File: config.mk
export PLATFORM = sky130hd
export DESIGN_NAME = pfet_step_seq
export DESIGN_NICKNAME = d
export VERILOG_FILES = /design/src/rtl/pfet_seq_pkg.sv /design/src/rtl/pfet_dly_timer.sv /design/src/rtl/pfet_step_ctrl.sv /design/src/rtl/pfet_seg_bank.sv /design/src/rtl/pfet_step_seq.sv
export SDC_FILE = /design/constraint.sdc
export NUM_CORES = 1
export LEC_CHECK = 0
export BUFFER_PORTS_ARGS = -buffer_cell sky130_fd_sc_hd__buf_2
export CORE_MARGIN = 8
export CORE_UTILIZATION = 35
export DETAILED_ROUTE_END_ITERATION = 8
export MAX_ROUTING_LAYER = met4
export SLEW_MARGIN = 20
export SYNTH_ARGS = -nofsm -noshare
export SYNTH_HDL_FRONTEND = slang
export SYNTH_SLANG_ARGS = --single-unit
File: constraint.sdc
create_clock -name clk -period 4 [get_ports clk]
set_input_delay 0.2 -clock clk [delete_from_list [all_inputs] [get_ports clk]]
set_output_delay 0.2 -clock clk [all_outputs]
set_load 0.01 [all_outputs]
File: src/rtl/pfet_seq_pkg.sv
package pfet_seq_pkg;
  localparam int unsigned NSTEP_DEF = 12;
  localparam int unsigned SEL_W_DEF = 32;
  localparam int unsigned DLY_W_DEF = 8;

  typedef enum logic {
    ST_IDLE = 1'b0,
    ST_WAIT = 1'b1
  } seq_state_e;
endpackage

File: src/rtl/pfet_dly_timer.sv
module pfet_dly_timer #(
  parameter int unsigned DLY_W = 8
) (
  input  logic             clk,
  input  logic             rst,
  input  logic             load,
  input  logic [DLY_W-1:0] load_val,
  output logic             expired
);
  logic [DLY_W-1:0] cnt_q;

  always_ff @(posedge clk) begin
    if (rst)                cnt_q <= '0;
    else if (load)          cnt_q <= load_val;
    else if (cnt_q != '0)   cnt_q <= cnt_q - 1'b1;
  end

  assign expired = (cnt_q == '0);

  // a loaded wait counts down by one each cycle until it reaches zero
  p_count_down_r5: assert property (@(posedge clk) disable iff (rst)
    (!load && cnt_q != '0) |=> (cnt_q == DLY_W'($past(cnt_q) - 1'b1)));

  // a zero-length wait is seen as expired on the very next cycle
  p_zero_wait_r6: assert property (@(posedge clk) disable iff (rst)
    (load && load_val == '0) |=> expired);
endmodule

File: src/rtl/pfet_step_ctrl.sv
module pfet_step_ctrl
  import pfet_seq_pkg::*;
#(
  parameter int unsigned NSTEP  = 12,
  parameter int unsigned STEP_W = $clog2(NSTEP)
) (
  input  logic              clk,
  input  logic              rst,
  input  logic              start,
  input  logic              expired,
  output logic              start_acc,
  output logic              apply,
  output logic [STEP_W-1:0] apply_idx,
  output logic              busy,
  output logic              done
);
  localparam logic [STEP_W-1:0] TOP_STEP = STEP_W'(NSTEP - 1);

  seq_state_e        state_q;
  logic [STEP_W-1:0] step_q;
  logic              done_q;
  logic              advance;
  logic              finish;

  always_comb begin
    start_acc = start && (state_q == ST_IDLE);
    advance   = (state_q == ST_WAIT) && expired && (step_q != '0);
    finish    = (state_q == ST_WAIT) && expired && (step_q == '0);
    apply     = start_acc || advance;
    apply_idx = start_acc ? TOP_STEP : (step_q - 1'b1);
  end

  always_ff @(posedge clk) begin
    if (rst) begin
      state_q <= ST_IDLE;
      step_q  <= '0;
      done_q  <= 1'b0;
    end else begin
      done_q <= finish;
      if (start_acc)   state_q <= ST_WAIT;
      else if (finish) state_q <= ST_IDLE;
      if (apply)       step_q  <= apply_idx;
    end
  end

  assign busy = (state_q == ST_WAIT);
  assign done = done_q;

  // completion is a single-cycle pulse
  p_done_pulse_r8: assert property (@(posedge clk) disable iff (rst)
    done |=> !done);

  // completion only follows a cycle that was busy, and busy is low with it
  p_done_after_busy_r8: assert property (@(posedge clk) disable iff (rst)
    done |-> ($past(busy) && !busy));

  // every step after the first is one below the previous one
  p_descend_r3: assert property (@(posedge clk) disable iff (rst)
    advance |=> (step_q == STEP_W'($past(step_q) - 1'b1)));

  // the step index stays inside the walk
  p_step_range_r3: assert property (@(posedge clk) disable iff (rst)
    busy |-> (step_q <= TOP_STEP));

  // a start while busy does not bring the walk back to the top step
  p_no_restart_r9: assert property (@(posedge clk) disable iff (rst)
    (busy && start && !finish && step_q != TOP_STEP) |=> (step_q != TOP_STEP));
endmodule

File: src/rtl/pfet_seg_bank.sv
module pfet_seg_bank #(
  parameter int unsigned NSTEP  = 12,
  parameter int unsigned STEP_W = $clog2(NSTEP)
) (
  input  logic              clk,
  input  logic              rst,
  input  logic              apply,
  input  logic [STEP_W-1:0] idx,
  input  logic              val,
  output logic [NSTEP-1:0]  seg_en
);
  logic [NSTEP-1:0] seg_q;

  for (genvar g = 0; g < NSTEP; g++) begin : g_seg
    always_ff @(posedge clk) begin
      if (rst)                                  seg_q[g] <= 1'b0;
      else if (apply && idx == STEP_W'(g))      seg_q[g] <= val;
    end
  end

  assign seg_en = seg_q;

  // enables hold when no step is applied
  p_hold_r4: assert property (@(posedge clk) disable iff (rst)
    !apply |=> $stable(seg_en));

  // a step changes at most one enable
  p_one_segment_r3: assert property (@(posedge clk) disable iff (rst)
    apply |=> ($countones(seg_en ^ $past(seg_en)) <= 1));
endmodule

File: src/rtl/pfet_step_seq.sv
module pfet_step_seq
  import pfet_seq_pkg::*;
#(
  parameter int unsigned NSTEP = NSTEP_DEF,
  parameter int unsigned SEL_W = SEL_W_DEF,
  parameter int unsigned DLY_W = DLY_W_DEF
) (
  input  logic             clk,
  input  logic             rst,
  input  logic             start,
  input  logic             dir_up,
  input  logic [SEL_W-1:0] up_sel,
  input  logic [SEL_W-1:0] dn_sel,
  input  logic [DLY_W-1:0] up_dly0,
  input  logic [DLY_W-1:0] up_dly1,
  input  logic [DLY_W-1:0] dn_dly0,
  input  logic [DLY_W-1:0] dn_dly1,
  output logic [NSTEP-1:0] seg_en,
  output logic             busy,
  output logic             done
);
  localparam int unsigned STEP_W  = $clog2(NSTEP);
  localparam int unsigned SEL_LSB = SEL_W - NSTEP;

  logic              start_acc;
  logic              apply;
  logic [STEP_W-1:0] apply_idx;
  logic              expired;

  logic              dir_q;
  logic [NSTEP-1:0]  sel_q;
  logic [DLY_W-1:0]  d0_q, d1_q;

  logic [NSTEP-1:0]  live_sel;
  logic [DLY_W-1:0]  live_d0, live_d1;
  logic              cur_dir;
  logic [NSTEP-1:0]  cur_sel;
  logic [DLY_W-1:0]  cur_d0, cur_d1;
  logic [DLY_W-1:0]  wait_len;

  always_comb begin
    live_sel = dir_up ? up_sel[SEL_W-1:SEL_LSB] : dn_sel[SEL_W-1:SEL_LSB];
    live_d0  = dir_up ? up_dly0 : dn_dly0;
    live_d1  = dir_up ? up_dly1 : dn_dly1;
    cur_dir  = start_acc ? dir_up   : dir_q;
    cur_sel  = start_acc ? live_sel : sel_q;
    cur_d0   = start_acc ? live_d0  : d0_q;
    cur_d1   = start_acc ? live_d1  : d1_q;
    wait_len = cur_sel[apply_idx] ? cur_d1 : cur_d0;
  end

  always_ff @(posedge clk) begin
    if (rst) begin
      dir_q <= 1'b0;
      sel_q <= '0;
      d0_q  <= '0;
      d1_q  <= '0;
    end else if (start_acc) begin
      dir_q <= dir_up;
      sel_q <= live_sel;
      d0_q  <= live_d0;
      d1_q  <= live_d1;
    end
  end

  pfet_step_ctrl #(.NSTEP(NSTEP), .STEP_W(STEP_W)) u_ctrl (
    .clk       (clk),
    .rst       (rst),
    .start     (start),
    .expired   (expired),
    .start_acc (start_acc),
    .apply     (apply),
    .apply_idx (apply_idx),
    .busy      (busy),
    .done      (done)
  );

  pfet_dly_timer #(.DLY_W(DLY_W)) u_timer (
    .clk      (clk),
    .rst      (rst),
    .load     (apply),
    .load_val (wait_len),
    .expired  (expired)
  );

  pfet_seg_bank #(.NSTEP(NSTEP), .STEP_W(STEP_W)) u_bank (
    .clk    (clk),
    .rst    (rst),
    .apply  (apply),
    .idx    (apply_idx),
    .val    (cur_dir),
    .seg_en (seg_en)
  );

  // captured configuration is frozen for the whole walk
  p_cfg_frozen_r10: assert property (@(posedge clk) disable iff (rst)
    busy |=> ($stable(sel_q) && $stable(dir_q) && $stable(d0_q) && $stable(d1_q)));

  // an accepted start makes the block busy on the next cycle
  p_start_busy_r2: assert property (@(posedge clk) disable iff (rst)
    (start && !busy) |=> busy);
endmodule

# Word level (Yosys, flattened, before mapping)
# Index checks and enable logic that the tools add are counted.
[totals] reg_bits=55 in_bits=100 output_inout_bits=14
[op_classes] n_addsub=2 n_lt_le_gt_ge=1 n_eq_ne=11 mux=15 bitwise_logic=1 reduce_logical=24
[op_table] operator="two-way mux 8 bit" n=7
[op_table] operator="two-way mux 12 bit" n=2
[op_table] operator="== test 4 x 3 -> 1 bit (second input constant)" n=4
[op_table] operator="== test 4 bit (second input constant)" n=4
[op_table] operator="logical AND 1 bit" n=16
[op_table] operator="== test 4 x 2 -> 1 bit (second input constant)" n=2
[op_table] operator="logical NOT 4 bit" n=2
[op_table] operator="logical NOT 8 bit" n=1
[op_table] operator="nonzero test 8 bit" n=1
[op_table] operator="subtractor 8 x 1 -> 8 bit (second input constant)" n=1
[op_table] operator="< comparator 4 x 5 -> 1 bit (second input constant)" n=1
[op_table] operator="binary-select mux 1 bit (select 4 bit)" n=1
[op_table] operator="== test 4 x 1 -> 1 bit (second input constant)" n=1
[op_table] operator="two-way mux 1 bit" n=4
[op_table] operator="two-way mux 4 bit" n=1
[op_table] operator="nonzero test 2 bit" n=2
[op_table] operator="nonzero test 4 bit" n=1
[op_table] operator="subtractor 4 x 1 -> 4 bit (second input constant)" n=1
[op_table] operator="logical OR 1 bit" n=1
[op_table] operator="inverter 1 bit" n=1

# Logic depth before layout (Yosys ltp)
# Gate-level depths: netlist of run 1.
[depth] word_depth=7 ltp_mapped=9

# Hierarchy
# A second synthesis of run 1 with hierarchy kept.
[unflattened] cells_unflattened=310 hier_area_um2=3116.7
[by_module_without_submodules] module="pfet_step_seq" n_inst=1 cells_per_inst=164 area_per_inst_um2=1762.9 seq_area_each_um2=580.6
[by_module_without_submodules] module="pfet_seg_bank" n_inst=1 cells_per_inst=58 area_per_inst_um2=568.0 seq_area_each_um2=240.2
[by_module_without_submodules] module="pfet_dly_timer" n_inst=1 cells_per_inst=53 area_per_inst_um2=475.5 seq_area_each_um2=160.2
[by_module_without_submodules] module="pfet_step_ctrl" n_inst=1 cells_per_inst=35 area_per_inst_um2=310.3 seq_area_each_um2=120.1

# Worst setup path before layout of run 1
# OpenSTA, ideal clock, no wires.
[synth_path] kind="register to register" startpoint="register u_ctrl.step_q[0]" endpoint="register u_timer.cnt_q[0]" setup_time_ns=0.091 arrival_time_ns=2.018 required_time_ns=3.909 path_slack_ns=1.891 stages_incl_launch_ff=9 path_buffers=1 synth_period_minus_slack_ns=2.109 cell_sequence="dfxtp_1 -> buf_6 -> inv_1 -> ha_1 -> mux4_1 -> mux2i_1 -> mux2_2 -> o211ai_1 -> a311oi_1"
[synth_via] elab_chain_cells=6 elab_cells_between_ends=10 classes_between="add/sub: 1; mux: 5; reduce/logical: 4"
[synth_lines] item="from (decl)" line_no="pfet_step_ctrl.sv:20" source="logic [STEP_W-1:0] step_q;"
[synth_lines] item="from (signal assigned)" line_no="pfet_step_ctrl.sv:42" source="if (apply) step_q <= apply_idx;"
[synth_lines] item="subtractor 4 x 1 -> 4 bit" line_no="pfet_step_ctrl.sv:30" source="apply_idx = start_acc ? TOP_STEP : (step_q - 1'b1);"
[synth_lines] item="two-way mux 4 bit" line_no="pfet_step_ctrl.sv:30"
[synth_lines] item="binary-select mux 1 bit (select 4 bit)" line_no="pfet_step_seq.sv:49" source="wait_len = cur_sel[apply_idx] ? cur_d1 : cur_d0;"
[synth_lines] item="two-way mux 1 bit (implied by the code)" line_no="pfet_step_seq.sv:49"
[synth_lines] item="two-way mux 8 bit" line_no="pfet_step_seq.sv:49"
[synth_lines] item="two-way mux 8 bit" line_no="pfet_dly_timer.sv:14" source="else if (load) cnt_q <= load_val;"
[synth_lines] item="to (signal assigned)" line_no="pfet_dly_timer.sv:14"
[synth_lines] item="to (signal assigned)" line_no="pfet_dly_timer.sv:15" source="else if (cnt_q != '0) cnt_q <= cnt_q - 1'b1;"
[synth_lines] item="to (decl)" line_no="pfet_dly_timer.sv:10" source="logic [DLY_W-1:0] cnt_q;"
# Several ways; a longest one is shown, not always the timed one. The select of a mux whose other input is x is not followed.
# A chain may end at the register's enable or synchronous reset.

# Worst setup path in the final report of run 1
[layout_path] startpoint="register u_ctrl.step_q[0]" endpoint="register u_timer.cnt_q[6]"
# Same word-level chain as after synthesis.

==> results.toml, run 1 <==
[synthesis]
seq_area_frac_synth_pct = 37.6
ys_warn_count = 0
syn_area_per_cell_um2 = 8.94
syn_area_um2 = 2930
synthArstFlopShare_pct = 0
synthCells = 328
synth_edf_count = 0
netlist_top_cells_area = "dfxtp_1 38%, mux2i_1 15%, a211oi_1 4.1%"
ys_ff_latch = 55
synth_top_cell_by_area = "dfxtp_1"
synthFlopType = "dfxtp_1"
synth_top_area_share_pct = 37.6
synth_fp_nets = 431
synthDistinctLibCells = 46

[power_and_ir_drop]
p_per_area_nw_per_um2 = 425
vdd_ir_drop_max_mv = 0.158
report.power.total_mw = 1.46
clockPowerShare_pct = 21.9
swShare_pct = 35.4
leakage_nw = 1.44
comb_power_share_pct = 33.1
internal-power_mw = 0.944
power_frac_seq_pct = 44.9
p_switching_mw = 0.518

[clocking]
cts-buffers-inserted = 5
postCtsSetupBuffers = 0
clk_pin_slew_ns = 0.10
cts_num_sinks = 55
cts_tree = "yes"
ctsHoldBuffers = 0
h-tree-depth = 2
cts_root_buf = "clkbuf_8"
ctsResizeCount = 0
cts.path.max_buffers = 2
insertion_delay_ns = 0.30

[timing]
drv_slew = 0
slew_headroom_pct = 38.6
setup_viol = 0
hold_slack_ns = 0.187
fin_skew_ns = 0.00717
rsz0062_at_grt = "no"
hold_violations = 0
fin_crit_ns = 2.80
max_clock_freq_mhz = 357
setup_tns_ns = 0
fin_crit_sh_pct = 69.9
worst_pin_slew_ns = 0.921

[die]
initial_core_util_pct = 35.9
die_area_um2 = 11600
die_w_um = 108
ios = 114
core_area_um2 = 8180
die_h_um = 108
num_rows = 33

[placement]
routabilityCongestion = 0.857
dp_hpwl_mm = 5.17
dp_cells = 484
port-buffer-count = 73

[setup_path]
crit_family = "multiplexers"
cp_num_buf_inv = 1
critPathMaxStageDelay_ns = 0.64
r2r_setup_slack_ns = 1.20
slowest_stage = "dfxtp_1"
worstRegToRegCells = 7
start_kind = "flip-flop"
critPathMaxFanout = 10
endpoint_kind = "flip-flop"
crit_cells = 7
r2r_end = "u_timer.cnt_q[6]"
cp.arrival_ns = 3.00
required_ns = 4.21
rr_startpoint = "u_ctrl.step_q[0]"
cp_cell_sequence = "inv_1, ha_1, mux4_1, mux2i_1, mux2_2, o211ai_1, a311oi_1"
critPathKind = "flip-flop to flip-flop"

[route]
finalWirelength_mm = 7.14
vias = 2541
wire_per_inst_um = 14.5
initialDrtViolationCount = 154
avgViaCountPerCell = 5.16
postRouteAntennaNets = 0
drc = 0
dr.pass1.iters = 4

[global_routing]
grt.total_usage_pct = 12.7
grt_pass1_wl_mm = 11.8
grt_start_max_net_pins = 54
antenna_found_initial = 0
grt_pass1_vias = 2505
overflow = 0

[final_layout]
final_cell_mix = "73 x buf_2, 55 x dfxtp_1, 43 x mux2i_1"
nNetsFinal = 489
drive_gt1_share_pct = 24.8
syn_to_final_growth_pct = 17.2
layout.cells.non_filler = 492
fillers = 837
diodes = 0
layout_commonest_cell = "buf_2"

[worst_hold_path]
hold_path_class = "input port to flip-flop"
hold_start = "start"
hold_depth = 3
hold_end = "u_ctrl.busy"

[job]
cap_violations = 0

[run_status]
outcome = "finished clean"
==> tightest hold or removal path: cells and delay by family <==
kind	cells	cell delay (ns)
AO/OA/AOI/OAI	1	0.05
buffers and inverters	1	0.11
AND/OR/NAND/NOR	1	0.08
==> routing by layer <==
layer  vias to the layer above  global-route usage (%)  wire length [µm]
li1                       1312                       -                 -
met1                      1155                    16.3              3440
met2                        72                    20.1              3340
met3                         2                    2.28               326
met4                         0                    2.97                36
met5                         -                       -                 0
==> how the worst max path moves through the flow <==
stage | start | endpoint | slack [ns]
3_5_place_dp | u_ctrl.step_q[0] | u_timer.cnt_q[0] | 1.25
5_1_grt | u_ctrl.step_q[0] | u_timer.cnt_q[6] | 0.99
2_1_floorplan | u_ctrl.step_q[0] | u_timer.cnt_q[0] | 1.89
3_3_place_gp | u_ctrl.step_q[0] | u_timer.cnt_q[6] | 1.33
6_report | u_ctrl.step_q[0] | u_timer.cnt_q[6] | 1.20
4_1_cts | u_ctrl.step_q[0] | u_timer.cnt_q[6] | 1.22
==> metrics by stage <==
step	area (µm²)	setup WS, ns	utilization [%]
2_1_floorplan	2930	1.89	-
3_3_place_gp	3340	1.33	40.9
3_5_place_dp	3340	1.25	40.9
4_1_cts	3440	1.22	42.0
5_1_grt	3440	0.987	42.0
6_report	3440	1.20	42.0
==> flip-flops by register name, indices dropped and copies added (netlist names) <==
| register | count |
|---|---|
| d0_q | 8 |
| u_ctrl.done | 1 |
| u_ctrl.busy | 1 |
| dir_q | 1 |
| u_bank.seg_en | 12 |
| u_timer.cnt_q | 8 |
| d1_q | 8 |
| u_ctrl.step_q | 4 |
| sel_q | 12 |
==> synthesized netlist by cell type, types with 2 or more instances <==
cell type,n
mux2_2,2
buf_6,2
nor3_1,3
a311oi_1,3
clkbuf_1,16
nand2_1,22
nand2b_1,10
a31oi_1,8
and2_1,2
buf_1,3
dfxtp_1,55
nor3_4,2
o211ai_1,7
buf_2,4
o21ai_0,19
xor2_1,4
ha_1,3
nand3_1,7
nor4_1,13
nor2b_1,15
inv_1,6
nor2_1,28
mux4_1,2
mux2i_1,43
a211oi_1,16
o31ai_1,9
a21oi_1,5
==> layout make-up <==
type,instances,area (µm²),share of cell area [%]
Clock buffer,7,86.3,2.51
Clock inverter,1,8.76,0.255
Timing Repair Buffer,77,395,11.5
Sequential cell,55,1100,32.0
Multi-Input combinational cell,241,1690,49.2
Tap cell,105,131,3.82
Inverter,6,22.5,0.655
==> logic make-up (layout without fill, tap and decap cells) <==
family          count (synthesis)  count (layout)  synth area share [%]
simple gates                  112             112                  20.6
compound gates                 74              74                  17.0
flops                          55              55                  37.6
mux                            47              47                  17.2
buf+inv                        32              91                  4.82
xor+xnor                        5               5                  1.49
fa+ha+maj                       3               3                  1.28
==> power groups by stage <==
| stage | logic (mW) | clock network (mW) | registers, mW |
|---|---|---|---|
| final | 0.484 | 0.320 | 0.657 |
| after global routing | 0.542 | 0.353 | 0.664 |
| after CTS | 0.485 | 0.329 | 0.656 |
| after detailed placement | 0.482 | 0 | 0.668 |
| after global placement | 0.474 | 0 | 0.666 |
| after floorplan | 0.384 | 0 | 0.654 |
Note: power is estimated with default switching activity, not from simulation.
==> run 2, diff against run 1 <==
==> constraint.sdc (replaced) <==
create_clock -name clk -period 2.65 [get_ports clk]
set_input_delay 0.1325 -clock clk [delete_from_list [all_inputs] [get_ports clk]]
set_output_delay 0.1325 -clock clk [all_outputs]
set_load 0.01 [all_outputs]
==> run 2 against run 1 <==
  * Utilization is 0.83 points higher
  * Maximum frequency is 21% higher
  * Global-route usage is 0.69 points higher
  * Setup slack worse by 0.87 ns
  * Flip-flop and latch count stayed put
  * Largest cell class unchanged
==> results.toml, run 2 (same netlist as run 1, synthesis figures left out) <==
[clocking]
cts_tree = "yes"
cts_root_buf = "clkbuf_8"
insertion_delay_ns = 0.31
cts_num_sinks = 55
h-tree-depth = 2
cts.path.max_buffers = 2
clk_pin_slew_ns = 0.10
ctsResizeCount = 0
cts-buffers-inserted = 5
ctsHoldBuffers = 0
postCtsSetupBuffers = 0

[timing]
max_clock_freq_mhz = 432
hold_violations = 0
fin_crit_ns = 2.31
slew_headroom_pct = 67.0
fin_crit_sh_pct = 87.3
rsz0062_at_grt = "no"
drv_slew = 0
worst_pin_slew_ns = 0.495
setup_tns_ns = 0
hold_slack_ns = 0.0974
fin_skew_ns = 0.00862
setup_viol = 0

[route]
postRouteAntennaNets = 0
wl_met3_um = 358
routed-wl-met2_mm = 3.31
highest_layer = "met4"
finalWirelength_mm = 7.32
drc = 0
avgViaCountPerCell = 5.12
initialDrtViolationCount = 149
vias = 2565
m1WireLength_mm = 3.57
wire_per_inst_um = 14.6
dr.pass1.iters = 4

[setup_path]
r2r_setup_slack_ns = 0.34
rr_startpoint = "u_ctrl.step_q[1]"
critPathKind = "flip-flop to flip-flop"
cp.arrival_ns = 2.55
critPathMaxFanout = 8
endpoint_kind = "flip-flop"
worstRegToRegCells = 7
required_ns = 2.88
cp-startpoint = "u_ctrl.step_q[1]"
start_kind = "flip-flop"
critical_path.endpoint = "u_timer.cnt_q[6]"
r2r_end = "u_timer.cnt_q[6]"

[power_and_ir_drop]
internal-power_mw = 1.46
power_frac_seq_pct = 43.7
p_per_area_nw_per_um2 = 644
swShare_pct = 35.3
leakage_nw = 1.49
clockPowerShare_pct = 21.3
vdd_ir_drop_max_mv = 0.215
comb_power_share_pct = 35.1
p_switching_mw = 0.798

[placement]
dp_cells = 494
place_area_um2 = 3420
routabilityCongestion = 0.895
dp_hpwl_mm = 5.50
port-buffer-count = 73

[final_layout]
syn_to_final_growth_pct = 19.5
layout.cells.non_filler = 501
diodes = 0
layout_commonest_cell = "buf_2"
fin_area_um2 = 3500
nNetsFinal = 499
drive_gt1_share_pct = 26.8
final_cell_mix = "73 x buf_2, 55 x dfxtp_1, 43 x mux2i_1"

[global_routing]
grt_pass1_vias = 2556
overflow = 0
grt_pass1_wl_mm = 12.3
grt.total_usage_pct = 13.4
antenna_found_initial = 0
grt_start_max_net_pins = 38

[die]
core_area_um2 = 8180
die_area_um2 = 11600
num_rows = 33
ios = 114
initial_core_util_pct = 35.9
die_w_um = 108
die_h_um = 108

[worst_hold_path]
hold_path_class = "input port to flip-flop"

[run_status]
outcome = "finished clean"

[job]
cap_violations = 0
## run 2: cell count changes in the layout (fill, tap and decap cells not counted)
| cell | delta |
|---|---|
| clkinv_2 | +1 |
| clkinv_4 | -1 |
| buf_4 | +10 |
| clkbuf_1 | -1 |
## run 2: routing by layer
metal / GRT usage [%] / vias to the layer above
met4: 3.87 / 0
met5: - / -
li1: - / 1336
met2: 20.4 / 68
met3: 2.69 / 6
met1: 17.5 / 1155
## run 2: how the worst min path moves through the flow
stage,startpoint,cells after the start,end
final,start,3,u_ctrl.busy
after global routing,start,3,u_ctrl.busy
after CTS,start,3,u_ctrl.busy
after detailed placement,start,3,u_ctrl.busy
after global placement,start,3,u_ctrl.busy
after floorplan,start,2,u_ctrl.busy
## run 2: critical path, stage by stage, from the launching register on
cell and delay [ns]:
dfxtp_1 0.42, inv_1 0.08, ha_1 0.39, mux4_1 0.32
mux2i_1 0.29, mux2_2 0.34, o211ai_1 0.12, a311oi_1 0.27
## run 2: cell type report
type | instances | area [µm²]
clock buffers | 6 | 82.6
fillers | 844 | 4670
repair buffers | 87 | 470
well taps | 105 | 131
multi-input cells | 241 | 1690
flip-flops and latches | 55 | 1100
clock inverters | 1 | 5.00
inverters | 6 | 22.5
## run 2: power by group through the flow
stage | clock network [mW] | logic [mW] | registers [mW]
after floorplan | 0 | 0.580 | 0.987
after detailed placement | 0 | 0.789 | 1.00
after global placement | 0 | 0.777 | 0.999
after global routing | 0.519 | 0.883 | 0.997
after CTS | 0.491 | 0.793 | 0.984
final | 0.480 | 0.792 | 0.985
## run 2: through the flow
step / utilization [%] / power (mW) / setup WS, ns
6_report: 42.9 / 2.26 / 0.337
5_1_grt: 42.9 / 2.40 / 0.128
4_1_cts: 42.9 / 2.27 / 0.330
3_5_place_dp: 41.8 / 1.79 / 0.351
3_3_place_gp: 41.8 / 1.78 / 0.384
2_1_floorplan: - / 1.57 / 0.541
